File: src/rtl/i2c_gc_pkg.sv
`timescale 1ns/1ps
package i2c_gc_pkg;

    localparam int BYTE_W = 8;
    localparam int CNT_W  = 4;

    typedef enum logic [2:0] {
        ST_IDLE,
        ST_ADDR,
        ST_ADDR2,
        ST_DATA,
        ST_SKIP
    } phase_e;

    typedef enum logic [1:0] {
        CL_NONE,
        CL_GC,
        CL_OWN7,
        CL_OWN10HI
    } addr_class_e;

    typedef struct packed {
        phase_e              phase;
        logic [CNT_W-1:0]    cnt;
        logic [BYTE_W-1:0]   shreg;
        logic [BYTE_W-1:0]   rxbuf;
        logic                full;
        logic                ovf;
        logic                ua;
        logic                irq;
        logic                ack_arm;
        logic                irq_arm;
        logic                oe;
        logic [BYTE_W-1:0]   own_seen;
    } core_s;

endpackage

File: src/rtl/i2c_gc_sync.sv
`timescale 1ns/1ps
module i2c_gc_sync #(
    parameter int STAGES = 2
) (
    input  logic clk,
    input  logic rst_n,
    input  logic scl_i,
    input  logic sda_i,
    output logic scl_lvl,
    output logic sda_lvl,
    output logic scl_rise,
    output logic scl_fall,
    output logic start_det,
    output logic stop_det
);
    localparam int DEPTH = STAGES + 1;

    logic [DEPTH-1:0] scl_sh_d, scl_sh_q;
    logic [DEPTH-1:0] sda_sh_d, sda_sh_q;
    logic             scl_prev, sda_prev;

    always_comb begin
        scl_sh_d = {scl_sh_q[DEPTH-2:0], scl_i};
        sda_sh_d = {sda_sh_q[DEPTH-2:0], sda_i};
    end

    always_ff @(posedge clk or negedge rst_n) begin
        if (!rst_n) begin
            scl_sh_q <= '1;
            sda_sh_q <= '1;
        end else begin
            scl_sh_q <= scl_sh_d;
            sda_sh_q <= sda_sh_d;
        end
    end

    assign scl_lvl   = scl_sh_q[STAGES-1];
    assign sda_lvl   = sda_sh_q[STAGES-1];
    assign scl_prev  = scl_sh_q[STAGES];
    assign sda_prev  = sda_sh_q[STAGES];
    assign scl_rise  = scl_lvl & ~scl_prev;
    assign scl_fall  = ~scl_lvl & scl_prev;
    assign start_det = scl_lvl & scl_prev & sda_prev & ~sda_lvl;
    assign stop_det  = scl_lvl & scl_prev & ~sda_prev & sda_lvl;

    // start and stop are never reported in the same cycle
    p_start_stop_excl_r2: assert property (@(posedge clk) disable iff (!rst_n)
        !(start_det && stop_det));

endmodule

File: src/rtl/i2c_gc_match.sv
`timescale 1ns/1ps
module i2c_gc_match
    import i2c_gc_pkg::*;
(
    input  logic [BYTE_W-1:0] cand,
    input  logic [BYTE_W-1:0] own_addr,
    input  logic              ten_bit,
    input  logic              gc_enable,
    output addr_class_e       cls
);
    localparam logic [4:0] TEN_PREFIX = 5'b11110;

    always_comb begin
        cls = CL_NONE;
        if (gc_enable && cand == '0) begin
            cls = CL_GC;
        end else if (!cand[0] && cand[BYTE_W-1:1] == own_addr[BYTE_W-1:1]) begin
            if (!ten_bit) begin
                cls = CL_OWN7;
            end else if (cand[BYTE_W-1:BYTE_W-5] == TEN_PREFIX) begin
                cls = CL_OWN10HI;
            end
        end
    end

endmodule

File: src/rtl/i2c_gc_core.sv
`timescale 1ns/1ps
module i2c_gc_core
    import i2c_gc_pkg::*;
(
    input  logic              clk,
    input  logic              rst_n,
    input  logic              scl_lvl,
    input  logic              sda_lvl,
    input  logic              scl_rise,
    input  logic              scl_fall,
    input  logic              start_det,
    input  logic              stop_det,
    input  logic [BYTE_W-1:0] own_addr,
    input  logic              ten_bit,
    input  logic              buf_rd,
    input  logic              irq_clr,
    input  addr_class_e       cls,
    output logic [BYTE_W-1:0] cand,
    output logic [BYTE_W-1:0] rx_buf,
    output logic              buf_full,
    output logic              overflow,
    output logic              upd_addr,
    output logic              irq,
    output logic              sda_oe
);
    localparam logic [CNT_W-1:0] LAST_BIT = CNT_W'(BYTE_W - 1);
    localparam logic [CNT_W-1:0] ACK_LOW  = CNT_W'(BYTE_W);
    localparam logic [CNT_W-1:0] ACK_HIGH = CNT_W'(BYTE_W + 1);

    core_s d, q;
    logic  counting;
    logic  byte_done;
    logic  full_eff;

    assign cand      = {q.shreg[BYTE_W-2:0], sda_lvl};
    assign counting  = (q.phase == ST_ADDR) || (q.phase == ST_ADDR2) || (q.phase == ST_DATA);
    assign byte_done = counting && scl_rise && (q.cnt == LAST_BIT);
    assign full_eff  = q.full && !buf_rd;

    always_comb begin
        d = q;
        d.own_seen = own_addr;
        if (own_addr != q.own_seen) d.ua = 1'b0;
        if (buf_rd) d.full = 1'b0;
        if (irq_clr) begin
            d.irq = 1'b0;
            d.ovf = 1'b0;
        end

        if (counting) begin
            if (scl_rise) begin
                if (q.cnt < ACK_LOW) begin
                    d.shreg = cand;
                    d.cnt   = q.cnt + 1'b1;
                end else if (q.cnt == ACK_LOW) begin
                    d.cnt = ACK_HIGH;
                end
            end else if (scl_fall) begin
                if (q.cnt == ACK_LOW) begin
                    d.oe = q.ack_arm;
                end else if (q.cnt == ACK_HIGH) begin
                    d.oe      = 1'b0;
                    d.cnt     = '0;
                    d.ack_arm = 1'b0;
                    d.irq_arm = 1'b0;
                    if (q.irq_arm) d.irq = 1'b1;
                end
            end
        end

        if (byte_done) begin
            unique case (q.phase)
                ST_ADDR: begin
                    unique case (cls)
                        CL_GC, CL_OWN7: begin
                            d.rxbuf   = cand;
                            d.full    = 1'b1;
                            d.ack_arm = 1'b1;
                            d.irq_arm = 1'b1;
                            d.phase   = ST_DATA;
                        end
                        CL_OWN10HI: begin
                            d.rxbuf   = cand;
                            d.full    = 1'b1;
                            d.ack_arm = 1'b1;
                            d.irq_arm = 1'b1;
                            d.ua      = 1'b1;
                            d.phase   = ST_ADDR2;
                        end
                        default: d.phase = ST_SKIP;
                    endcase
                end
                ST_ADDR2: begin
                    if (cand == own_addr) begin
                        d.rxbuf   = cand;
                        d.full    = 1'b1;
                        d.ack_arm = 1'b1;
                        d.irq_arm = 1'b1;
                        d.phase   = ST_DATA;
                    end else begin
                        d.phase = ST_SKIP;
                    end
                end
                ST_DATA: begin
                    d.irq_arm = 1'b1;
                    if (full_eff) begin
                        d.ovf = 1'b1;
                    end else begin
                        d.rxbuf   = cand;
                        d.full    = 1'b1;
                        d.ack_arm = 1'b1;
                    end
                end
                default: ;
            endcase
        end

        if (start_det || stop_det) begin
            d.phase   = start_det ? ST_ADDR : ST_IDLE;
            d.cnt     = '0;
            d.oe      = 1'b0;
            d.ack_arm = 1'b0;
            d.irq_arm = 1'b0;
            if (start_det) d.ua = 1'b0;
        end
    end

    always_ff @(posedge clk or negedge rst_n) begin
        if (!rst_n) begin
            q <= '{phase: ST_IDLE, default: '0};
        end else begin
            q <= d;
        end
    end

    assign rx_buf   = q.rxbuf;
    assign buf_full = q.full;
    assign overflow = q.ovf;
    assign upd_addr = q.ua;
    assign irq      = q.irq;
    assign sda_oe   = q.oe;

    // the acknowledge is only applied while the clock is low
    p_ack_on_low_r3: assert property (@(posedge clk) disable iff (!rst_n)
        $rose(sda_oe) |-> !scl_lvl);

    // the data line is released right after a stop
    p_release_stop_r2: assert property (@(posedge clk) disable iff (!rst_n)
        $past(stop_det) |-> !sda_oe);

    // an ignored transfer never drives the line
    p_skip_quiet_r4: assert property (@(posedge clk) disable iff (!rst_n)
        (q.phase == ST_SKIP) |-> !sda_oe);

    // the interrupt rises only on a clock fall
    p_irq_on_fall_r6: assert property (@(posedge clk) disable iff (!rst_n)
        $rose(irq) |-> $past(scl_fall));

    // an overflow leaves the buffer contents alone
    p_no_overflow_load_r8: assert property (@(posedge clk) disable iff (!rst_n)
        $rose(overflow) |-> $stable(rx_buf));

    // the update flag appears only in 10-bit mode
    p_ua_tenbit_r9: assert property (@(posedge clk) disable iff (!rst_n)
        $rose(upd_addr) |-> ten_bit);

endmodule

File: src/rtl/i2c_gc_slave.sv
`timescale 1ns/1ps
module i2c_gc_slave
    import i2c_gc_pkg::*;
#(
    parameter int SYNC_STAGES = 2
) (
    input  logic              clk,
    input  logic              rst_n,
    input  logic              scl_i,
    input  logic              sda_i,
    output logic              sda_oe,
    input  logic [BYTE_W-1:0] own_addr,
    input  logic              ten_bit,
    input  logic              gc_enable,
    input  logic              buf_rd,
    input  logic              irq_clr,
    output logic [BYTE_W-1:0] rx_buf,
    output logic              buf_full,
    output logic              overflow,
    output logic              upd_addr,
    output logic              irq
);
    logic              scl_lvl, sda_lvl, scl_rise, scl_fall, start_det, stop_det;
    logic [BYTE_W-1:0] cand;
    addr_class_e       cls;

    i2c_gc_sync #(.STAGES(SYNC_STAGES)) u_sync (
        .clk       (clk),
        .rst_n     (rst_n),
        .scl_i     (scl_i),
        .sda_i     (sda_i),
        .scl_lvl   (scl_lvl),
        .sda_lvl   (sda_lvl),
        .scl_rise  (scl_rise),
        .scl_fall  (scl_fall),
        .start_det (start_det),
        .stop_det  (stop_det)
    );

    i2c_gc_match u_match (
        .cand      (cand),
        .own_addr  (own_addr),
        .ten_bit   (ten_bit),
        .gc_enable (gc_enable),
        .cls       (cls)
    );

    i2c_gc_core u_core (
        .clk       (clk),
        .rst_n     (rst_n),
        .scl_lvl   (scl_lvl),
        .sda_lvl   (sda_lvl),
        .scl_rise  (scl_rise),
        .scl_fall  (scl_fall),
        .start_det (start_det),
        .stop_det  (stop_det),
        .own_addr  (own_addr),
        .ten_bit   (ten_bit),
        .buf_rd    (buf_rd),
        .irq_clr   (irq_clr),
        .cls       (cls),
        .cand      (cand),
        .rx_buf    (rx_buf),
        .buf_full  (buf_full),
        .overflow  (overflow),
        .upd_addr  (upd_addr),
        .irq       (irq),
        .sda_oe    (sda_oe)
    );

endmodule

File: config.mk
export PLATFORM = sky130hd
export DESIGN_NAME = i2c_gc_slave
export DESIGN_NICKNAME = d
export VERILOG_FILES = /design/src/rtl/i2c_gc_pkg.sv /design/src/rtl/i2c_gc_sync.sv /design/src/rtl/i2c_gc_match.sv /design/src/rtl/i2c_gc_core.sv /design/src/rtl/i2c_gc_slave.sv
export SDC_FILE = /design/constraint.sdc
export NUM_CORES = 1
export LEC_CHECK = 0
export BUFFER_PORTS_ARGS = -buffer_cell sky130_fd_sc_hd__buf_2
export CAP_MARGIN = 20
export CORE_ASPECT_RATIO = 1.5
export CORE_MARGIN = 2
export CORE_UTILIZATION = 51
export DETAILED_ROUTE_END_ITERATION = 10
export PLACE_DENSITY = 0.79
export SYNTH_ARGS = -nofsm -noshare
export SYNTH_HDL_FRONTEND = slang
export SYNTH_SLANG_ARGS = --single-unit
File: constraint.sdc
create_clock -name clk -period 2.08 [get_ports clk]
set_input_delay 0.416 -clock clk [delete_from_list [all_inputs] [get_ports clk]]
set_output_delay 0.416 -clock clk [all_outputs]
set_load 0.005 [all_outputs]
==> results by group, run 1 <==
Status
  – Status: complete, but fails checks
  – Violated checks: setup timing

Detailed routing
  – DRT Pass-1 Iters: 4
  – Initial DRC count: 77
  – Avg WL per Cell: 16.7 um
  – Via density: 5.49
  – DRC viols: 0
  – Final ANT Viol Nets: 0
  – Final WL: 5030 um
  – Routed via count: 1653

Floorplan
  – Die height: 83.1 um
  – Die X: 56.8 um
  – # IOs: 29
  – Initial Utilization: 53.3%
  – Die Area: 0.00472 mm2
  – Cell Rows: 28
  – Core Area: 0.00399 mm2

Power and ir drop
  – Peak supply drop: 0.818 mV
  – Clock Power Share: 21.9%
  – Pint: 1.62 mW
  – Flop pwr share: 46.2%
  – Lkg Pwr: 1.31 nW
  – Net Switching: 0.714 mW
  – Pwr Density: 842 mW/mm2
  – Sw Ratio: 30.6%
  – Combinational Power Share: 32.0%

Synth
  – Number of synthesized flops with an enable pin: 0
  – Gate Count Post-Synth: 191
  – Mapped Nets: 212
  – Post-synth top area cell: dfrtp_1
  – Synth area leaders: dfrtp_1 43%, dfstp_2 7.4%, mux2_2 5.8%
  – Most numerous cell in the Yosys netlist: dfrtp_1
  – Syn Area/Cell: 11.1 um2
  – Distinct cells, synth: 44
  – Ys async rst share: 100%
  – Synth warn: 0
  – Ys flop type: dfrtp_1
  – Sequential share of the synthesized area: 50.9%
  – Synth top area share: 43.5%
  – Most instantiated cells after synthesis: 37 x dfrtp_1, 11 x inv_1, 11 x mux2_2, 11 x xnor2_1
  – Cell area after synthesis: 0.00213 mm2
  – Synthesized flop and latch total: 43

Finish
  – Layout area overhead: 30.0%
  – Finished Core Util: 69.3%
  – Number of nets in the layout: 276
  – # fillers: 306
  – Ant diodes: 0
  – Fraction of layout cells with a size suffix above 1: 48.8%
  – Register area: 0.00109 mm2
  – Multi-input logic area: 0.00105 mm2

GRT
  – GRT overflow: 0
  – Vias in the first global route: 1701
  – First-pass GRT wire length: 7830 um
  – Largest net degree at the start of global routing: 44
  – Antenna violations before repair: 0
  – Total global-route track usage: 21.8%

Timing
  – Fin Hold WS: 0.180 ns
  – Setup TNS: -2.35 ns
  – Fmax: 0.427 GHz
  – Final Hold Vio Count: 0
  – Post-route setup slack: -0.264 ns
  – Clk_skew: 0.00679 ns
  – Worst slew pin tran: 0.582 ns
  – Clock period minus worst slack: 2.34 ns
  – Final setup fails: 12
  – Max_slew headroom: 60.9%
  – RSZ-0062 raised after global routing: yes
  – Final slew viol count: 0
  – Crit share post-route: 113%

Clock network
  – Clock Sinks: 43
  – Hold Buf Count CTS: 0
  – Maximum clock path buffer count: 2
  – Clk_lat worst skew: 0.30 ns
  – H-tree lvl count: 2
  – TritonCTS Buffers: 5
  – CTS tree: done
  – Clock slew seen by the registers of the worst setup and hold paths: 0.08 ns
  – Root Buffer: clkbuf_8

Flow run
  – Max_cap viols: 0

Critical path
  – Critical setup path kind: reg -> reg
  – Peak fanout along the critical path: 8
  – Setup crit start: u_core.cand[5]
  – Critical Path AT: 2.52 ns
  – Crit-path cells: xnor2_1 -> nand4_1 -> nor3_2 -> nand3_1 -> and2_4 -> ha_4 -> nand2b_4 -> a21oi_4 -> nor2_4 -> nand2_4 -> mux2_4
  – RR Startpoint: u_core.cand[5]
  – Delay-heaviest family, CP: simple AND/OR/NAND/NOR gates
  – Crit start category: flop
  – Worst setup EP type: flop
  – CP max stage delay: 0.42 ns
  – Worst path slowest cell: dfrtp_1
  – WP data required: 2.26 ns
  – WP buf/inv: 0

Placed design
  – # port buffers: 28
  – RePlAce Congestion: 0.918
  – Detailed-placement wirelength estimate: 3300 um

Worst hold path
  – Hold Path Class: in -> async
[sequential cells by signal, summed over array words and instances, names as in the netlist]
signal,cells
u_core.buf_full,1
u_core.cand,7
u_core.irq,1
u_core.overflow,1
u_core.q,17
u_core.rx_buf,8
u_core.sda_oe,1
u_core.upd_addr,1
u_sync.scl_sh_q,3
u_sync.sda_sh_q,3
[power groups by stage]
| stage | logic, mW | clock network [mW] | registers [mW] |
|---|---|---|---|
| final | 0.746 | 0.510 | 1.08 |
| after global routing | 0.817 | 0.549 | 1.09 |
| after CTS | 0.677 | 0.512 | 1.06 |
| after detailed placement | 0.641 | 0 | 1.08 |
| after global placement | 0.617 | 0 | 1.08 |
| after floorplan | 0.348 | 0 | 1.08 |
[final timing paths]
path	to	slack [ns]	cells past startpoint
hold reg to reg	u_sync.sda_sh_q[1]	0.36	0
max in group asynchronous	u_core.cand[2]	1.49	2
setup / recovery	u_core.rx_buf[4]	-0.26	11
hold / removal	u_core.q[7]	0.18	2
setup reg to reg	u_core.rx_buf[4]	-0.26	11
min in group clk	u_sync.scl_sh_q[0]	0.21	1
[worst reg2reg max path: stages, from the launching register on]
cell and delay (ns):
dfrtp_1 0.42, xnor2_1 0.21, nand4_1 0.19, nor3_2 0.20, nand3_1 0.13, and2_4 0.20, ha_4 0.17, nand2b_4 0.08
a21oi_4 0.06, nor2_4 0.14, nand2_4 0.11, mux2_4 0.32
[layer usage]
metal	track usage (%)	share of wire, %
met4	10.1	3.0
met5	0	0
met2	38.1	56
met3	5.30	4.4
met1	24.3	37
[what timing repair did]
item / in CTS / in global routing
pin swaps: 7 / 11
cloned: 0 / 0
setup buffers: 7 / 8
gates resized for setup: 5 / 14
endpoints found under the setup margin: 8 / 15
[placed cells by master, fill, tap and decap left out, drive strengths merged, types with 2 or more instances in the layout]
master  count
buf        69
dfrtp      37
mux2       15
nor2       12
inv        11
nand2      11
xnor2      11
nand3      10
xor2        7
o21ai       7
nand2b      7
clkbuf      7
dfstp       6
ha          5
nor3        5
a21oi       5
nand4       4
nor4        4
or3         2
a32oi       2
o32ai       2
[logic make-up (layout without fill, tap and decap cells)]
group	Yosys count	after routing	share of synthesized area, %
xor gates and xnor gates	18	18	7.40
DFF	43	43	50.9
muxes	15	15	8.64
buffers and inverters	23	88	5.70
and+or+nand+nor	63	63	16.8
AOI/OAI and AO/OA	24	24	7.64
adders and majority gates	5	5	2.94
[through the flow]
stage,cell area [um2],setup slack [ns],std cells,total power [mW]
6_report,2770,-0.264,301,2.33
5_1_grt,2770,-0.407,301,2.46
4_1_cts,2640,-0.130,293,2.25
3_5_place_dp,2480,-0.253,278,1.72
3_3_place_gp,2480,-0.179,278,1.69
2_1_floorplan,2170,0.0200,191,1.42
[area by class of cell]
class                           count  share of cell area [%]
Inverter                           11                    1.49
Clock buffer                        7                    2.76
Sequential cell                    43                    39.3
Timing Repair Buffer               69                    16.3
Clock inverter                      1                   0.181
Tap cell                           45                    2.03
Multi-Input combinational cell    125                    38.0
(Power assumes the default switching activity.)
==> run 2: changes to the inputs <==
Settings changed: SETUP_SLACK_MARGIN from default to 0.02.
==> run 2 against run 1 <==
Net effect: the run still ends with setup timing left; first-iteration DRC count down 6.5%; combinational power down 6.6%; final area down 3.9%; sequential share of layout area up 1.6 points; worst setup slack better by 0.15 ns; register-to-register slack better by 0.15 ns; critical path depth unchanged; cell count down 3.7%; maximum frequency up 6.7%; clock-buffer cell count up 1; flip-flop and latch count unchanged; via count down 4.1%; largest cell class unchanged; largest power group unchanged; highest routed layer unchanged.
==> results by group, run 2 (synthesis results as in run 1) <==
Clock network
  – Hold Buf Count CTS: 0 (unchanged)
  – H-tree lvl count: 2 (unchanged)
  – Root Buffer: clkbuf_8 (unchanged)
  – Clock slew seen by the registers of the worst setup and hold paths: 0.08 ns (about the same)
  – Clock Sinks: 43 (unchanged)
  – Maximum clock path buffer count: 2 (unchanged)
  – TritonCTS Buffers: 5 (unchanged)
  – CTS tree: done (unchanged)
  – Clk_lat worst skew: 0.30 ns (about the same)

GRT
  – Antenna violations before repair: 0 (unchanged)
  – Largest net degree at the start of global routing: 44 (unchanged)
  – Vias in the first global route: 1679 (was 1701)
  – GRT overflow: 0 (unchanged)
  – First-pass GRT wire length: 7740 um (was 7830 um)
  – Total global-route track usage: 21.1% (was 21.8%)

Worst hold path
  – Hold Path Class: in -> async (unchanged)

Critical path
  – WP data required: 2.27 ns (was 2.26 ns)
  – Critical setup path kind: reg -> reg (unchanged)
  – WP buf/inv: 0 (unchanged)
  – Peak fanout along the critical path: 8 (unchanged)
  – Worst Reg-to-Reg Cells: 11 (unchanged)
  – Worst path slowest cell: dfrtp_2 (was dfrtp_1)
  – Crit start category: flop (unchanged)
  – Crit-path most repeated cell: nand3_1
  – Worst setup EP type: flop (unchanged)
  – Critical Path AT: 2.38 ns (was 2.52 ns)
  – Worst path depth: 11 (unchanged)
  – CP max stage delay: 0.45 ns (was 0.42 ns)
  – Delay-heaviest family, CP: simple AND/OR/NAND/NOR gates (unchanged)
  – Crit-path cells: xnor2_2 -> nand3_1 -> nor3_2 -> nand3_1 -> and2_1 -> ha_2 -> nand2b_4 -> a21oi_4 -> nor2_4 -> nand2_4 -> mux2_4 (was xnor2_1 -> nand4_1 -> nor3_2 -> nand3_1 -> and2_4 -> ha_4 -> nand2b_4 -> a21oi_4 -> nor2_4 -> nand2_4 -> mux2_4)

Timing
  – Final slew viol count: 0 (unchanged)
  – Clock period minus worst slack: 2.20 ns (was 2.34 ns)
  – Worst slew pin tran: 0.549 ns (was 0.582 ns)
  – Clk_skew: 0.00477 ns (was 0.00679 ns)
  – Final Hold Vio Count: 0 (unchanged)
  – Post-route setup slack: -0.117 ns (was -0.264 ns)
  – Fin Hold WS: 0.180 ns (about the same)
  – Final setup fails: 8 (was 12)
  – Max_slew headroom: 63.4% (was 60.9%)
  – Setup TNS: -0.817 ns (was -2.35 ns)
  – Crit share post-route: 106% (was 113%)
  – Fmax: 0.455 GHz (was 0.427 GHz)
  – RSZ-0062 raised after global routing: yes (unchanged)

Flow run
  – Max_cap viols: 0 (unchanged)

Finish
  – Layout area overhead: 24.9% (was 30.0%)
  – Fraction of layout cells with a size suffix above 1: 44.1% (was 48.8%)
  – Commonest non-fill, non-tap cell in the layout: dfrtp_1 (was buf_4)
  – Ant diodes: 0 (unchanged)
  – Leading cell types in the layout, fill and taps excluded: 35 x dfrtp_1, 30 x buf_4, 28 x buf_2, 11 x inv_1 (was 40 x buf_4, 34 x dfrtp_1, 28 x buf_2, 11 x inv_1, 11 x mux2_2)
  – Final cell count without fillers: 290 (was 301)
  – Most flops, register: u_core.q (unchanged)
  – Number of nets in the layout: 265 (was 276)
  – Max reg flops: 17 (unchanged)
  – Finished Core Util: 66.6% (was 69.3%)

Placed design
  – # port buffers: 28 (unchanged)
  – RePlAce Congestion: 0.940 (was 0.918)
  – Post-Place Cells: 278 (unchanged)
  – Detailed-placement wirelength estimate: 3330 um (was 3300 um)

Floorplan
  – Die height: 83.1 um (unchanged)
  – Die X: 56.8 um (unchanged)
  – Die Area: 0.00472 mm2 (unchanged)
  – Cell Rows: 28 (unchanged)
  – # IOs: 29 (unchanged)
  – Core Area: 0.00399 mm2 (unchanged)
  – Initial Utilization: 53.3% (unchanged)

Detailed routing
  – Avg WL per Cell: 15.7 um (was 16.7 um)
  – DRT Pass-1 Iters: 4 (unchanged)
  – Initial DRC count: 72 (was 77)
  – Via density: 5.47 (was 5.49)
  – Routed via count: 1585 (was 1653)
  – Final WL: 4560 um (was 5030 um)
  – DRC viols: 0 (unchanged)
  – Final ANT Viol Nets: 0 (unchanged)

Status
  – Status: complete, but fails checks (unchanged)
  – Violated checks: setup timing (unchanged)

Power and ir drop
  – Peak supply drop: 0.758 mV (was 0.818 mV)
  – Lkg Pwr: 1.27 nW (was 1.31 nW)
  – Pwr Density: 885 mW/mm2 (was 842 mW/mm2)
  – Total power: 2.36 mW (was 2.33 mW)
[run 2: cell count changes in the layout (fill, tap and decap cells not counted), sizes merged]
| cell | previous run | this run |
|---|---|---|
| clkbuf | 7 | 8 |
| clkinv | 1 | 0 |
| buf | 69 | 58 |
[run 2: path summary, 6_finish.rpt]
kind	from	end	slack (ns)
max	u_core.cand[7]	u_core.rx_buf[2]	-0.12
min	rst_n	u_core.irq	0.18
max reg2reg	u_core.cand[7]	u_core.rx_buf[2]	-0.12
min reg2reg	u_sync.sda_sh_q[0]	u_sync.sda_sh_q[1]	0.36
max in group asynchronous	rst_n	u_core.cand[7]	1.49
min in group clk	scl_i	u_sync.scl_sh_q[0]	0.21
[run 2: per-layer routing]
layer | GRT usage, % | vias to the layer above | share of wire (%)
li1 | - | 766 | -
met1 | 24.9 | 756 | 40
met2 | 37.7 | 49 | 53
met3 | 3.27 | 14 | 4.4
met4 | 8.25 | 0 | 2.8
met5 | 0 | - | 0
[run 2: through the flow]
| step | instance area, um2 | worst slack, ns |
|---|---|---|
| 3_5_place_dp | 2500 | -0.239 |
| 4_1_cts | 2640 | -0.138 |
| 2_1_floorplan | 2190 | 0.0208 |
| 3_3_place_gp | 2500 | -0.191 |
| 5_1_grt | 2660 | -0.297 |
| 6_report | 2660 | -0.117 |
[run 2: what timing repair did]
item	in CTS	in global routing
endpoints found under the setup margin	8	12
hold endpoints to repair	0	0
pin swaps	5	6
buffers inserted	3	3
resized for setup	2	6
[run 2: worst register-to-register path: cells and delay by family, from the launching register on]
kind | cells | cell delay [ns]
adders and majority gates | 1 | 0.20
xor gates and xnor gates | 1 | 0.17
and+or+nand+nor | 7 | 0.88
DFF | 1 | 0.45
AOI/OAI and AO/OA | 1 | 0.06
muxes | 1 | 0.32
[run 2: final cells by class]
class	instances	area, um2
multi-input cells	125	1010
flip-flops and latches	43	1090
fillers	336	1330
clock buffers	8	100
inverters	11	41.3
repair buffers	58	365
well taps	45	56.3
[run 2: where the power goes]
| part | leakage [nW] | switching [mW] | total, mW | internal [mW] |
|---|---|---|---|---|
| clock network | 0.0515 | 0.282 | 0.585 | 0.303 |
| logic | 0.673 | 0.298 | 0.697 | 0.399 |
| registers | 0.542 | 0.123 | 1.07 | 0.951 |
==> run 3: changes to the inputs <==
Settings changed: GPL_TIMING_DRIVEN from default to 0.
==> run 3 against run 2 <==
Net effect: the run still ends with setup timing left; die area unchanged; final area decreased by 0.71%; register-to-register slack got worse by 0.07 ns; clock skew increased by 0.0051 ns; non-clock buffer count decreased by 7; hold slack improved by 0.028 ns; worst setup slack got worse by 0.071 ns; critical endpoint is now u_core.rx_buf[5].
==> results by group, run 3 (synthesis results as in run 1) <==
Status
  – Status: complete, but fails checks (unchanged)
  – Violated checks: setup timing (unchanged)

Placed design
  – Post-Place Cells: 264 (was 278)
  – Detailed-placement wirelength estimate: 3000 um (was 3330 um)
  – # port buffers: 28 (unchanged)
  – RePlAce Congestion: 0.846 (was 0.940)
  – Pre-CTS setup slack: -0.337 ns (was -0.239 ns)

Critical path
  – Worst path slowest cell: dfrtp_2 (unchanged)
  – CP max stage delay: 0.46 ns (was 0.45 ns)
  – Critical Path AT: 2.44 ns (was 2.38 ns)
  – WP data required: 2.26 ns (was 2.27 ns)
  – Delay-heaviest family, CP: simple AND/OR/NAND/NOR gates (unchanged)
  – Worst setup EP type: flop (unchanged)
  – R2R Setup Slk: -0.19 ns (was -0.12 ns)
  – Crit-path cells: xnor2_2 -> nand3_1 -> nor3_2 -> nand3_1 -> and2_4 -> ha_4 -> nand2b_4 -> a21oi_4 -> nor2_4 -> nand2_4 -> mux2_4 (was xnor2_2 -> nand3_1 -> nor3_2 -> nand3_1 -> and2_1 -> ha_2 -> nand2b_4 -> a21oi_4 -> nor2_4 -> nand2_4 -> mux2_4)
  – Crit start category: flop (unchanged)
  – RR Startpoint: u_core.cand[1] (was u_core.cand[7])
  – Crit-path most repeated cell: nand3_1 (unchanged)
  – Worst Reg-to-Reg Cells: 11 (unchanged)
  – Peak fanout along the critical path: 8 (unchanged)
  – Critical setup path kind: reg -> reg (unchanged)
  – WP buf/inv: 0 (unchanged)
  – Worst path depth: 11 (unchanged)
  – Worst R2R End: u_core.rx_buf[5] (was u_core.rx_buf[2])

Detailed routing
  – Final ANT Viol Nets: 0 (unchanged)
  – Initial DRC count: 27 (was 72)
  – Avg WL per Cell: 15.8 um (was 15.7 um)
  – DRT Pass-1 Iters: 4 (unchanged)
  – Final WL: 4460 um (was 4560 um)
  – Routed via count: 1602 (was 1585)
  – Via density: 5.66 (was 5.47)
  – DRC viols: 0 (unchanged)

GRT
  – GRT overflow: 0 (unchanged)
  – Largest net degree at the start of global routing: 44 (unchanged)
  – Total global-route track usage: 19.5% (was 21.1%)
  – First-pass GRT wire length: 7200 um (was 7740 um)
  – Antenna violations before repair: 0 (unchanged)
  – Vias in the first global route: 1678 (was 1679)

Timing
  – RSZ-0062 raised after global routing: yes (unchanged)
  – Clock period minus worst slack: 2.27 ns (was 2.20 ns)
  – Worst slew pin tran: 0.945 ns (was 0.549 ns)
  – Setup TNS: -1.50 ns (was -0.817 ns)
  – Clk_skew: 0.00986 ns (was 0.00477 ns)
  – Post-route setup slack: -0.189 ns (was -0.117 ns)
  – Crit share post-route: 109% (was 106%)
  – Max_slew headroom: 37.0% (was 63.4%)
  – Final setup fails: 9 (was 8)
  – Final slew viol count: 0 (unchanged)
  – Fmax: 0.441 GHz (was 0.455 GHz)
  – Final Hold Vio Count: 0 (unchanged)

Finish
  – Most flops, register: u_core.q (unchanged)
  – Final cell count without fillers: 283 (was 290)
  – # fillers: 319 (was 336)
  – Ant diodes: 0 (unchanged)
  – Fraction of layout cells with a size suffix above 1: 44.5% (was 44.1%)
  – Layout area overhead: 24.0% (was 24.9%)
  – Number of nets in the layout: 258 (was 265)
  – Max reg flops: 17 (unchanged)
  – Commonest non-fill, non-tap cell in the layout: dfrtp_1 (unchanged)
  – Leading cell types in the layout, fill and taps excluded: 30 x dfrtp_1, 28 x buf_2, 21 x buf_4, 11 x inv_1 (was 35 x dfrtp_1, 30 x buf_4, 28 x buf_2, 11 x inv_1)

Power and ir drop
  – Pwr Density: 908 mW/mm2 (was 885 mW/mm2)
  – Lkg Pwr: 1.25 nW (was 1.27 nW)
  – Peak supply drop: 0.764 mV (was 0.758 mV)

Clock network
  – CTS tree: done (unchanged)
  – Hold Buf Count CTS: 0 (unchanged)
  – Clock slew seen by the registers of the worst setup and hold paths: 0.08 ns (about the same)
  – H-tree lvl count: 2 (unchanged)
  – Clk_lat worst skew: 0.30 ns (about the same)
  – TritonCTS Buffers: 5 (unchanged)
  – Maximum clock path buffer count: 2 (unchanged)
  – Clock Sinks: 43 (unchanged)
  – Root Buffer: clkbuf_8 (unchanged)

Worst hold path
  – Hold depth: 1
  – Hold Path Class: in -> reg (was in -> async)
  – Min-delay src: scl_i
  – Hold EP: u_sync.scl_sh_q[0]

Floorplan
  – # IOs: 29 (unchanged)
  – Core Area: 0.00399 mm2 (unchanged)
  – Die Area: 0.00472 mm2 (unchanged)
  – Cell Rows: 28 (unchanged)
  – Die height: 83.1 um (unchanged)
  – Initial Utilization: 53.3% (unchanged)
  – Die X: 56.8 um (unchanged)

Flow run
  – Max_cap viols: 0 (unchanged)
run 3: changes by cell type in the layout (fill, tap and decap cells not counted), sizes merged:
cell and delta:
buf -9, bufinv +1, clkinv +1
run 3: layout make-up:
type | instances | area [um2] | share of cell area (%)
Sequential cell | 43 | 1090 | 41.4
Multi-Input combinational cell | 125 | 1020 | 38.8
Timing Repair Buffer | 40 | 230 | 8.72
Clock buffer | 6 | 82.6 | 3.13
Buffer | 11 | 78.8 | 2.98
Tap cell | 45 | 56.3 | 2.13
Inverter | 11 | 41.3 | 1.56
Clock inverter | 2 | 35.0 | 1.33
run 3: how the worst max path moves through the flow:
stage                        start  slack, ns                to
floorplan              own_addr[5]       0.02  u_core.rx_buf[4]
global placement       own_addr[6]      -0.28  u_core.rx_buf[6]
detailed placement     own_addr[5]      -0.34  u_core.rx_buf[7]
CTS                 u_core.cand[2]      -0.13  u_core.rx_buf[6]
global route        u_core.cand[1]      -0.25  u_core.rx_buf[0]
finish              u_core.cand[1]      -0.19  u_core.rx_buf[5]
run 3: per-stage QoR:
step           utilization [%]  hold WS (ns)  instance area (um2)  power [mW]
5_1_grt                   66.1         0.192                 2640        2.52
6_report                  66.1         0.208                 2640        2.40
3_3_place_gp              59.9         0.345                 2390        1.57
3_5_place_dp              59.9         0.348                 2390        1.59
4_1_cts                   64.8         0.198                 2590        2.37
2_1_floorplan                -         0.120                 2190        1.45
run 3: power by group:
part	leakage (nW)	switching [mW]	internal, mW
Clock	0.0612	0.280	0.389
Combinational	0.653	0.267	0.352
Sequential	0.536	0.151	0.960
run 3: routing by layer:
metal	track usage, %	up-vias	part of all wire (%)
li1	-	750	-
met1	21.3	783	38
met2	34.1	45	53
met3	4.05	24	3.5
met4	11.2	0	5.1
met5	0	-	0
run 3: worst reg2reg max path, stage by stage (launching register included):
cell	delay [ns]
dfrtp_2	0.46
xnor2_2	0.17
nand3_1	0.12
nor3_2	0.23
nand3_1	0.15
and2_4	0.17
ha_4	0.17
nand2b_4	0.08
a21oi_4	0.06
nor2_4	0.10
nand2_4	0.12
mux2_4	0.33
run 3: repair_timing:
item,CTS,global route
resized for setup,7,8
pin swaps,4,4
buffers inserted,9,4
setup endpoints to repair,8,20
